--- config.mk ---
export PLATFORM = sky130hd
export DESIGN_NAME = qdac_front
export DESIGN_NICKNAME = d
export VERILOG_FILES = /design/src/rtl/qdac_pkg.sv /design/src/rtl/qdac_in_latch.sv /design/src/rtl/qdac_xfer_ctrl.sv /design/src/rtl/qdac_dac_latch.sv /design/src/rtl/qdac_front.sv
export SDC_FILE = /design/constraint.sdc
export NUM_CORES = 1
export LEC_CHECK = 0
export BUFFER_PORTS_ARGS = -buffer_cell sky130_fd_sc_hd__buf_2
export CORE_ASPECT_RATIO = 0.8
export CORE_MARGIN = 5
export CORE_UTILIZATION = 51
export CTS_BUF_LIST = sky130_fd_sc_hd__clkbuf_4 sky130_fd_sc_hd__clkbuf_8 sky130_fd_sc_hd__clkbuf_16
export CTS_CLUSTER_DIAMETER = 50
export DETAILED_ROUTE_END_ITERATION = 10
export MAX_ROUTING_LAYER = met4
export PLACE_DENSITY = 0.79
export SETUP_SLACK_MARGIN = 0.02
export SLEW_MARGIN = 30
export SYNTH_ARGS = -nofsm -noshare
export SYNTH_HDL_FRONTEND = slang
export SYNTH_SLANG_ARGS = --single-unit
--- constraint.sdc ---
create_clock -name clk -period 1.91 [get_ports clk]
set_input_delay 0.4775 -clock clk [delete_from_list [all_inputs] [get_ports clk]]
set_output_delay 0.4775 -clock clk [all_outputs]
set_load 0.02 [all_outputs]
--- src/rtl/qdac_pkg.sv ---
package qdac_pkg;
    typedef enum logic [1:0] {
        ST_HOLD   = 2'd0,
        ST_FOLLOW = 2'd1,
        ST_CLEAR  = 2'd2
    } stage_mode_e;

    function automatic logic [31:0] midscale_of(input int width);
        return 32'd1 << (width - 1);
    endfunction
endpackage

--- src/rtl/qdac_in_latch.sv ---
module qdac_in_latch #(
    parameter int DATA_W = 12,
    parameter int BYTE_W = 8
) (
    input  logic              clk,
    input  logic              rst_n,
    input  logic              wr_en,
    input  logic              word_mode,
    input  logic [DATA_W-1:0] bus_d,
    output logic [DATA_W-1:0] view_o
);
    import qdac_pkg::*;

    localparam int LO_W = DATA_W - BYTE_W;
    localparam logic [DATA_W-1:0] MID = DATA_W'(midscale_of(DATA_W));

    logic [DATA_W-1:0] stage_q;
    logic [DATA_W-1:0] stage_d;

    // Byte mode moves the top bus nibble into the low field only.
    always_comb begin
        stage_d = stage_q;
        if (wr_en) begin
            if (word_mode) begin
                stage_d = bus_d;
            end else begin
                stage_d[LO_W-1:0] = bus_d[DATA_W-1 -: LO_W];
            end
        end
    end

    always_ff @(posedge clk) begin
        if (!rst_n) begin
            stage_q <= MID;
        end else if (wr_en) begin
            stage_q <= stage_d;
        end
    end

    assign view_o = stage_d;


    a_r3_word_load: assert property (@(posedge clk) disable iff (!rst_n)
        (wr_en && word_mode) |=> (stage_q == $past(bus_d)));


    a_r4_upper_kept: assert property (@(posedge clk) disable iff (!rst_n)
        (wr_en && !word_mode) |=> (stage_q[DATA_W-1:LO_W] == $past(stage_q[DATA_W-1:LO_W])));


    a_r4_low_nibble: assert property (@(posedge clk) disable iff (!rst_n)
        (wr_en && !word_mode) |=> (stage_q[LO_W-1:0] == $past(bus_d[DATA_W-1 -: LO_W])));


    a_r2_idle_hold: assert property (@(posedge clk) disable iff (!rst_n)
        !wr_en |=> (stage_q == $past(stage_q)));
endmodule

--- src/rtl/qdac_xfer_ctrl.sv ---
module qdac_xfer_ctrl (
    input  logic                  clk,
    input  logic                  rst_n,
    input  logic                  wr2_n,
    input  logic                  xfer_n,
    input  logic                  clr_n,
    output qdac_pkg::stage_mode_e mode_o,
    output qdac_pkg::stage_mode_e prev_o
);
    import qdac_pkg::*;

    stage_mode_e state_q;
    stage_mode_e state_d;

    // Clear takes priority over transfer.
    always_comb begin
        if (!wr2_n && !clr_n) begin
            state_d = ST_CLEAR;
        end else if (!wr2_n && !xfer_n) begin
            state_d = ST_FOLLOW;
        end else begin
            state_d = ST_HOLD;
        end
    end

    always_ff @(posedge clk) begin
        if (!rst_n) begin
            state_q <= ST_HOLD;
        end else begin
            state_q <= state_d;
        end
    end

    assign mode_o = state_d;
    assign prev_o = state_q;
endmodule

--- src/rtl/qdac_dac_latch.sv ---
module qdac_dac_latch #(
    parameter int DATA_W = 12
) (
    input  logic                  clk,
    input  logic                  rst_n,
    input  qdac_pkg::stage_mode_e mode,
    input  qdac_pkg::stage_mode_e prev_mode,
    input  logic [DATA_W-1:0]     in_view,
    output logic [DATA_W-1:0]     code_o
);
    import qdac_pkg::*;

    localparam logic [DATA_W-1:0] MID = DATA_W'(midscale_of(DATA_W));

    logic [DATA_W-1:0] out_q;
    logic [DATA_W-1:0] out_d;

    always_comb begin
        unique case (mode)
            ST_CLEAR:  out_d = MID;
            ST_FOLLOW: out_d = in_view;
            ST_HOLD:   out_d = out_q;
            default:   out_d = out_q;
        endcase
    end

    always_ff @(posedge clk) begin
        if (!rst_n) begin
            out_q <= MID;
        end else begin
            out_q <= out_d;
        end
    end

    assign code_o = out_d;


    a_r6_clear_mid: assert property (@(posedge clk) disable iff (!rst_n)
        (mode == ST_CLEAR) |-> (code_o == MID));


    a_r5_follow: assert property (@(posedge clk) disable iff (!rst_n)
        (mode == ST_FOLLOW) |-> (code_o == in_view));


    a_r7_clear_sticks: assert property (@(posedge clk) disable iff (!rst_n)
        (prev_mode == ST_CLEAR && mode == ST_HOLD) |-> (code_o == MID));


    a_r11_hold_after_xfer: assert property (@(posedge clk) disable iff (!rst_n)
        (prev_mode == ST_FOLLOW && mode == ST_HOLD) |-> (code_o == $past(in_view)));
endmodule

--- src/rtl/qdac_front.sv ---
module qdac_front #(
    parameter int DATA_W = 12,
    parameter int BYTE_W = 8,
    parameter int NUM_CH = 4,
    parameter int ADDR_W = $clog2(NUM_CH)
) (
    input  logic                          clk,
    input  logic                          rst_n,
    input  logic [DATA_W-1:0]             bus_d,
    input  logic [ADDR_W-1:0]             addr,
    input  logic                          word_mode,
    input  logic                          cs_n,
    input  logic                          wr1_n,
    input  logic                          wr2_n,
    input  logic                          xfer_n,
    input  logic                          clr_n,
    output logic [NUM_CH-1:0][DATA_W-1:0] dac_code
);
    import qdac_pkg::*;

    stage_mode_e mode;
    stage_mode_e prev_mode;
    logic [NUM_CH-1:0]             wr_en;
    logic [NUM_CH-1:0][DATA_W-1:0] stage_view;

    qdac_xfer_ctrl u_ctrl (
        .clk    (clk),
        .rst_n  (rst_n),
        .wr2_n  (wr2_n),
        .xfer_n (xfer_n),
        .clr_n  (clr_n),
        .mode_o (mode),
        .prev_o (prev_mode)
    );

    for (genvar ch = 0; ch < NUM_CH; ch++) begin : g_ch
        assign wr_en[ch] = !cs_n && !wr1_n && (addr == ADDR_W'(ch));

        qdac_in_latch #(
            .DATA_W (DATA_W),
            .BYTE_W (BYTE_W)
        ) u_in (
            .clk       (clk),
            .rst_n     (rst_n),
            .wr_en     (wr_en[ch]),
            .word_mode (word_mode),
            .bus_d     (bus_d),
            .view_o    (stage_view[ch])
        );

        qdac_dac_latch #(
            .DATA_W (DATA_W)
        ) u_out (
            .clk       (clk),
            .rst_n     (rst_n),
            .mode      (mode),
            .prev_mode (prev_mode),
            .in_view   (stage_view[ch]),
            .code_o    (dac_code[ch])
        );
    end


    a_r10_transparent: assert property (@(posedge clk) disable iff (!rst_n)
        (!cs_n && !wr1_n && !wr2_n && !xfer_n && clr_n && word_mode)
            |-> (dac_code[addr] == bus_d));
endmodule

==> results of run 1 <==
power breakdown:
group	total, mW	internal, mW	switching [mW]
clock network	1.27	0.490	0.778
registers	2.04	2.02	0.0196
logic	0.694	0.318	0.376
total	4.00	2.83	1.17
critical path, cell delays in order:
cell     delay (ns)
buf_12         0.11
nor4_4         0.33
buf_4          0.18
buf_12         0.16
mux2i_4        0.30
o21ai_2        0.12
buf_6          0.15
cells in the mapped netlist (all sizes together):
cell     count  area, µm²
clkbuf      18      72.57
mux2i       48      480.5
and4bb       1      16.27
o21ai       44      220.2
nor2         4      15.01
a2bb2oi      4      35.03
o2bb2ai     44      385.4
a21oi        5      25.02
or3b         1      8.760
dfxtp       96       1922
a21o         1      7.510
nor4         1      21.27
buf         14      98.84
and2         2      12.51
mux2        36      405.4
nor2b       44      275.3
nor4b        2      47.55
nand2       50      187.7
nor3b        1      12.51
kinds of logic after synthesis:
family | count (synthesis) | synth area share (%)
buffers and inverters | 32 | 4.034
multiplexers | 84 | 20.85
flip-flops | 96 | 45.23
AO/OA/AOI/OAI | 98 | 15.84
AND/OR/NAND/NOR | 106 | 14.05
per-stage QoR:
step,util (%),instances,hold slack (ns)
6_report,90.28,692,0.4697
5_1_grt,90.28,692,0.4802
4_1_cts,85.69,664,0.4715
3_5_place_dp,76.69,631,0.4461
3_3_place_gp,76.69,631,0.4435
2_1_floorplan,-,416,0.4322
cells in the final DEF (no fill, tap or decap), drive strengths merged:
cell	instances
a21oi	5
o21ai	44
clkbuf	12
nor2b	44
nor2	4
mux2i	48
clkinv	1
buf	182
clkinvlp	4
nor4b	2
nor3b	1
o2bb2ai	44
nor4	1
a21o	1
mux2	36
dfxtp	96
or3b	1
and4bb	1
inv	1
nand2	50
a2bb2oi	4
and2	2
worst max-delay path by stage:
stage | from | end
floorplan | cs_n | dac_code[17]
global placement | cs_n | dac_code[35]
detailed placement | cs_n | dac_code[8]
CTS | addr[1] | dac_code[0]
global route | addr[1] | dac_code[7]
finish | addr[1] | dac_code[7]
layout make-up:
cell class              count  area (µm²)
repair buffers            184        1762
flip-flops and latches     96        1922
clock buffers              10       131.4
multi-input cells         288        3246
clock inverters             6       43.79
fillers                   305       779.5
well taps                 108       135.1
flip-flops by register name, summed over array words and instances, names as in the netlist:
register / cells
g_ch.u_out.out_q: 48
g_ch.u_in.stage_q: 48
layer usage:
layer | track usage [%] | up-vias | wire length, µm
met5 | - | - | 0
met4 | 13.71 | 0 | 1285
li1 | - | 1820 | -
met2 | 52.10 | 285 | 8680
met1 | 36.17 | 2093 | 6593
met3 | 6.447 | 103 | 1461
repair_timing:
item	4_1_cts	5_1_grt
setup endpoints to repair	48	48
pin swaps	19	18
cloned	2	1
hold endpoints to repair	0	0
gates resized for setup	105	35
setup buffers	15	27
==> results.toml, run 1 <==
[run_status]
status = "finished, violations left"
violations = "negative setup slack"

[sta]
min_period_over_period_pct = 121.4
worst_pin_slew_ns = 0.3792
report.final.slew_viol_count = 0
setup-tns-final_ns = -14.07
fin_ws_ns = -0.4087
post-route-min-period_ns = 2.319
finalHoldViolCount = 0
setup_viol = 48
slew_headroom_pct = 74.72
rsz0062_at_grt = "true"
fmax_mhz = 431.3
fin_worst_skew_ns = 0.02129

[worst_hold_path]
hold_class = "reg2reg"
holdPathStages = 1
hold_end = "g_ch[3].u_out.out_q[0]"
hold_start = "g_ch[3].u_out.out_q[0]"

[power_and_ir_drop]
vdd_drop_max_v = 0.0006016
p_per_area_nw_per_um2 = 552.9
p_leak_nw = 2.537
finalPower_mw = 4.002

[clock_network]
cts.sinks = 96
cts_made_buffers = 9
htree_levels = 3
cts_max_path_buffers = 2
cts_tree = "done"
clockRootBuffer = "clkbuf_8"
clock_latency_ns = 0.40
clk_pin_slew_ns = 0.09
postCtsHoldBufs = 0

[placement]
placement.io_buffers = 69
place_area_um2 = 6150
finalWeightedCongestion = 0.8062
hpwl_um = 8650
dp_slack_ns = -0.3748

[floorplan]
core_um2 = 8019
start_util_pct = 52.99
die_x_um = 112.1
fp.dieH_um = 91.64
die_area_um2 = 10270
num_rows = 29
num_io_pins = 70

[worst_setup_path]
cp_data_arrival_time_ns = 1.84
cp.required_ns = 1.43
crit_fanout = 6
start_kind = "input pin"
crit_path_end_kind = "output port"
r2r_slack_ns = 0.51
r2r_end = "g_ch[2].u_out.out_q[9]"
reg2reg_depth = 6
crit_type = "in2out"
rr_startpoint = "g_ch[2].u_in.stage_q[9]"

[detailed_routing]
ant_nets = 0
wl_per_cell_um = 26.04
via_per_inst = 6.215
drcViolationCount = 0
dr.first_iter.drc_count = 375
drt_pass1_iterations = 4
routed-via-count = 4301
wirelength_um = 18020

[logic_synthesis]
avgSynthCellArea_um2 = 10.21
syn-instance-count = 416
syn_nets = 438
ys_warn_count = 0
syn_area_um2 = 4249
synth_cell_types = 23
synth_seq_area_share_pct = 45.23
ys_seq_elements = 96

[global_route]
grtUsageTotal_pct = 31.03
grt_pass1_vias = 4223
antenna_found_initial = 0
grt_overflow = 0
grt_pass1_wl_um = 24090
grt_max_degree = 45

[final_layout]
layout-drive-gt1-share_pct = 57.71
nets = 601
design_area_um2 = 7239
antennaDiodeCount = 0
syn_to_final_growth_pct = 70.38

[job]
maxCapViolCount = 0
Power figures use the tool's default switching activity.
==> inputs of run 2 (changes only) <==
- CORE_UTILIZATION: 51 -> 30
- PLACE_DENSITY: 0.79 -> 0.53
- clock period: 1.91 -> 1.9 ns (I/O delays scaled with it)
==> run 2 against run 1 <==
The flow still finishes with violations (negative setup slack); critical path depth stayed put; final cell count increased by 10%; largest cell class unchanged; worst setup slack better by 0.11 ns; critical endpoint is now dac_code[30]; combinational power decreased by 0.9%; clock power grew 37%; clock-buffer cell count decreased by 1; non-clock buffer count fell by 3; design area up 4.2%; global-route usage fell by 13 points.
==> results.toml, run 2 (synthesized netlist as in run 1, its figures left out) <==
[run_status]
status = "finished, violations left"
violations = "negative setup slack"

[worst_hold_path]
hold_class = "in2reg"
hold_end = "g_ch[2].u_in.stage_q[11]"
hold_start = "rst_n"
holdPathStages = 2

[floorplan]
start_util_pct = 30.92
core_um2 = 13740
die_area_um2 = 16660
fp.dieH_um = 116.4
num_io_pins = 70
die_x_um = 143.1
num_rows = 38

[worst_setup_path]
start_kind = "input pin"
crit_path_end_kind = "output port"
crit_type = "in2out"
r2r_end = "g_ch[2].u_out.out_q[10]"
reg2reg_depth = 6
cp.required_ns = 1.42
cp_data_arrival_time_ns = 1.73
rr_startpoint = "g_ch[2].u_in.stage_q[10]"
crit_fanout = 6
r2r_slack_ns = 0.61

[sta]
finalHoldViolCount = 0
slew_headroom_pct = 77.12
rsz0062_at_grt = "true"
setup_viol = 48
fmax_mhz = 453.9
post-route-min-period_ns = 2.203
worst_pin_slew_ns = 0.3432
fin_worst_skew_ns = 0.008685
fin_ws_ns = -0.3029
min_period_over_period_pct = 115.9
report.final.slew_viol_count = 0

[final_layout]
reg_top3 = "g_ch.u_in.stage_q (48), g_ch.u_out.out_q (48)"
multi_input_area_um2 = 3262
nets = 598
antennaDiodeCount = 0
fillers = 1121
regArea_um2 = 1922
layout_commonest_cell = "dfxtp_1"
final_cells = 761
mostFrequentLayoutCells = "dfxtp_1 (96), buf_4 (89), buf_6 (53), nand2_1 (50), mux2i_4 (48)"
layout-drive-gt1-share_pct = 57.66
design_area_um2 = 7543
syn_to_final_growth_pct = 77.53

[placement]
placement.io_buffers = 69
place_inst = 707
hpwl_um = 8778
finalWeightedCongestion = 0.7476
place_area_um2 = 6307

[clock_network]
htree_levels = 3
clockRootBuffer = "clkbuf_16"
cts_tree = "done"
cts_made_buffers = 9
cts_max_path_buffers = 2
postCtsHoldBufs = 0
clk_pin_slew_ns = 0.07
cts.sinks = 96
clock_latency_ns = 0.35

[global_route]
antenna_found_initial = 1
grt_pass1_vias = 3914
grt_max_degree = 38
grt_pass1_wl_um = 21960
grt_overflow = 0
grtUsageTotal_pct = 17.65

[power_and_ir_drop]
p_per_area_nw_per_um2 = 593.7
p_leak_nw = 2.631
vdd_drop_max_v = 0.0003940

[detailed_routing]
dr.first_iter.drc_count = 177
routed-via-count = 3733
wirelength_um = 13890
wl_per_cell_um = 18.25
via_per_inst = 4.905
ant_nets = 0
drt_pass1_iterations = 5
drcViolationCount = 0

[job]
maxCapViolCount = 0
==> run 2: worst max-delay path, stage by stage <==
cell and delay, ns:
buf_12 0.11, nor4b_4 0.28, buf_4 0.18, clkbuf_16 0.19, mux2i_4 0.27, o21ai_4 0.08
buf_6 0.14
==> run 2: per-layer routing <==
layer  vias up  part of all wire [%]  GRT usage (%)
li1       1815                     -              -
met1      1835                    50          24.40
met2        73                    46          27.32
met3        10                   3.6          3.029
met4         0                  0.81          3.737
met5         -                     0              -
==> run 2: stage by stage <==
step                      hold WS [ns]  util (%)  power [mW]  setup TNS (ns)  setup WS [ns]
final                           0.3888     54.90       4.479          -11.79        -0.3029
after global routing            0.4008     54.90       4.631          -14.01        -0.3516
after CTS                       0.3789     53.00       4.503          -12.95        -0.3775
after detailed placement        0.4461     45.90       2.668          -16.17        -0.4083
after global placement          0.4440     45.90       2.663          -15.26        -0.3929
after floorplan                 0.4322         -       2.466          -2.814        -0.1070
==> run 2: repair_timing <==
action,4_1_cts,5_1_grt
setup buffers,13,19
gates cloned,5,1
pin swaps,25,16
resized for setup,119,24
setup endpoints to repair,48,48
==> run 2: final cells by class <==
class                      count  area share [%]
clock buffer                   9           2.986
clock inverter                 7          0.7464
multi-input combinational    288           43.24
sequential                    96           25.48
tap                          180           2.986
timing repair buffer         181           24.56
==> run 2: power breakdown <==
part | switching (mW) | internal, mW
registers | 0.0164 | 2.03
clock network | 0.841 | 0.902
logic | 0.345 | 0.342
==> run 2: worst max-delay path by stage <==
stage	start	to	slack, ns	depth (start not counted)
global route	addr[1]	dac_code[23]	-0.35	7
global placement	addr[1]	dac_code[2]	-0.39	6
finish	cs_n	dac_code[30]	-0.30	7
detailed placement	addr[1]	dac_code[2]	-0.41	6
floorplan	cs_n	dac_code[17]	-0.11	4
CTS	addr[0]	dac_code[30]	-0.38	6
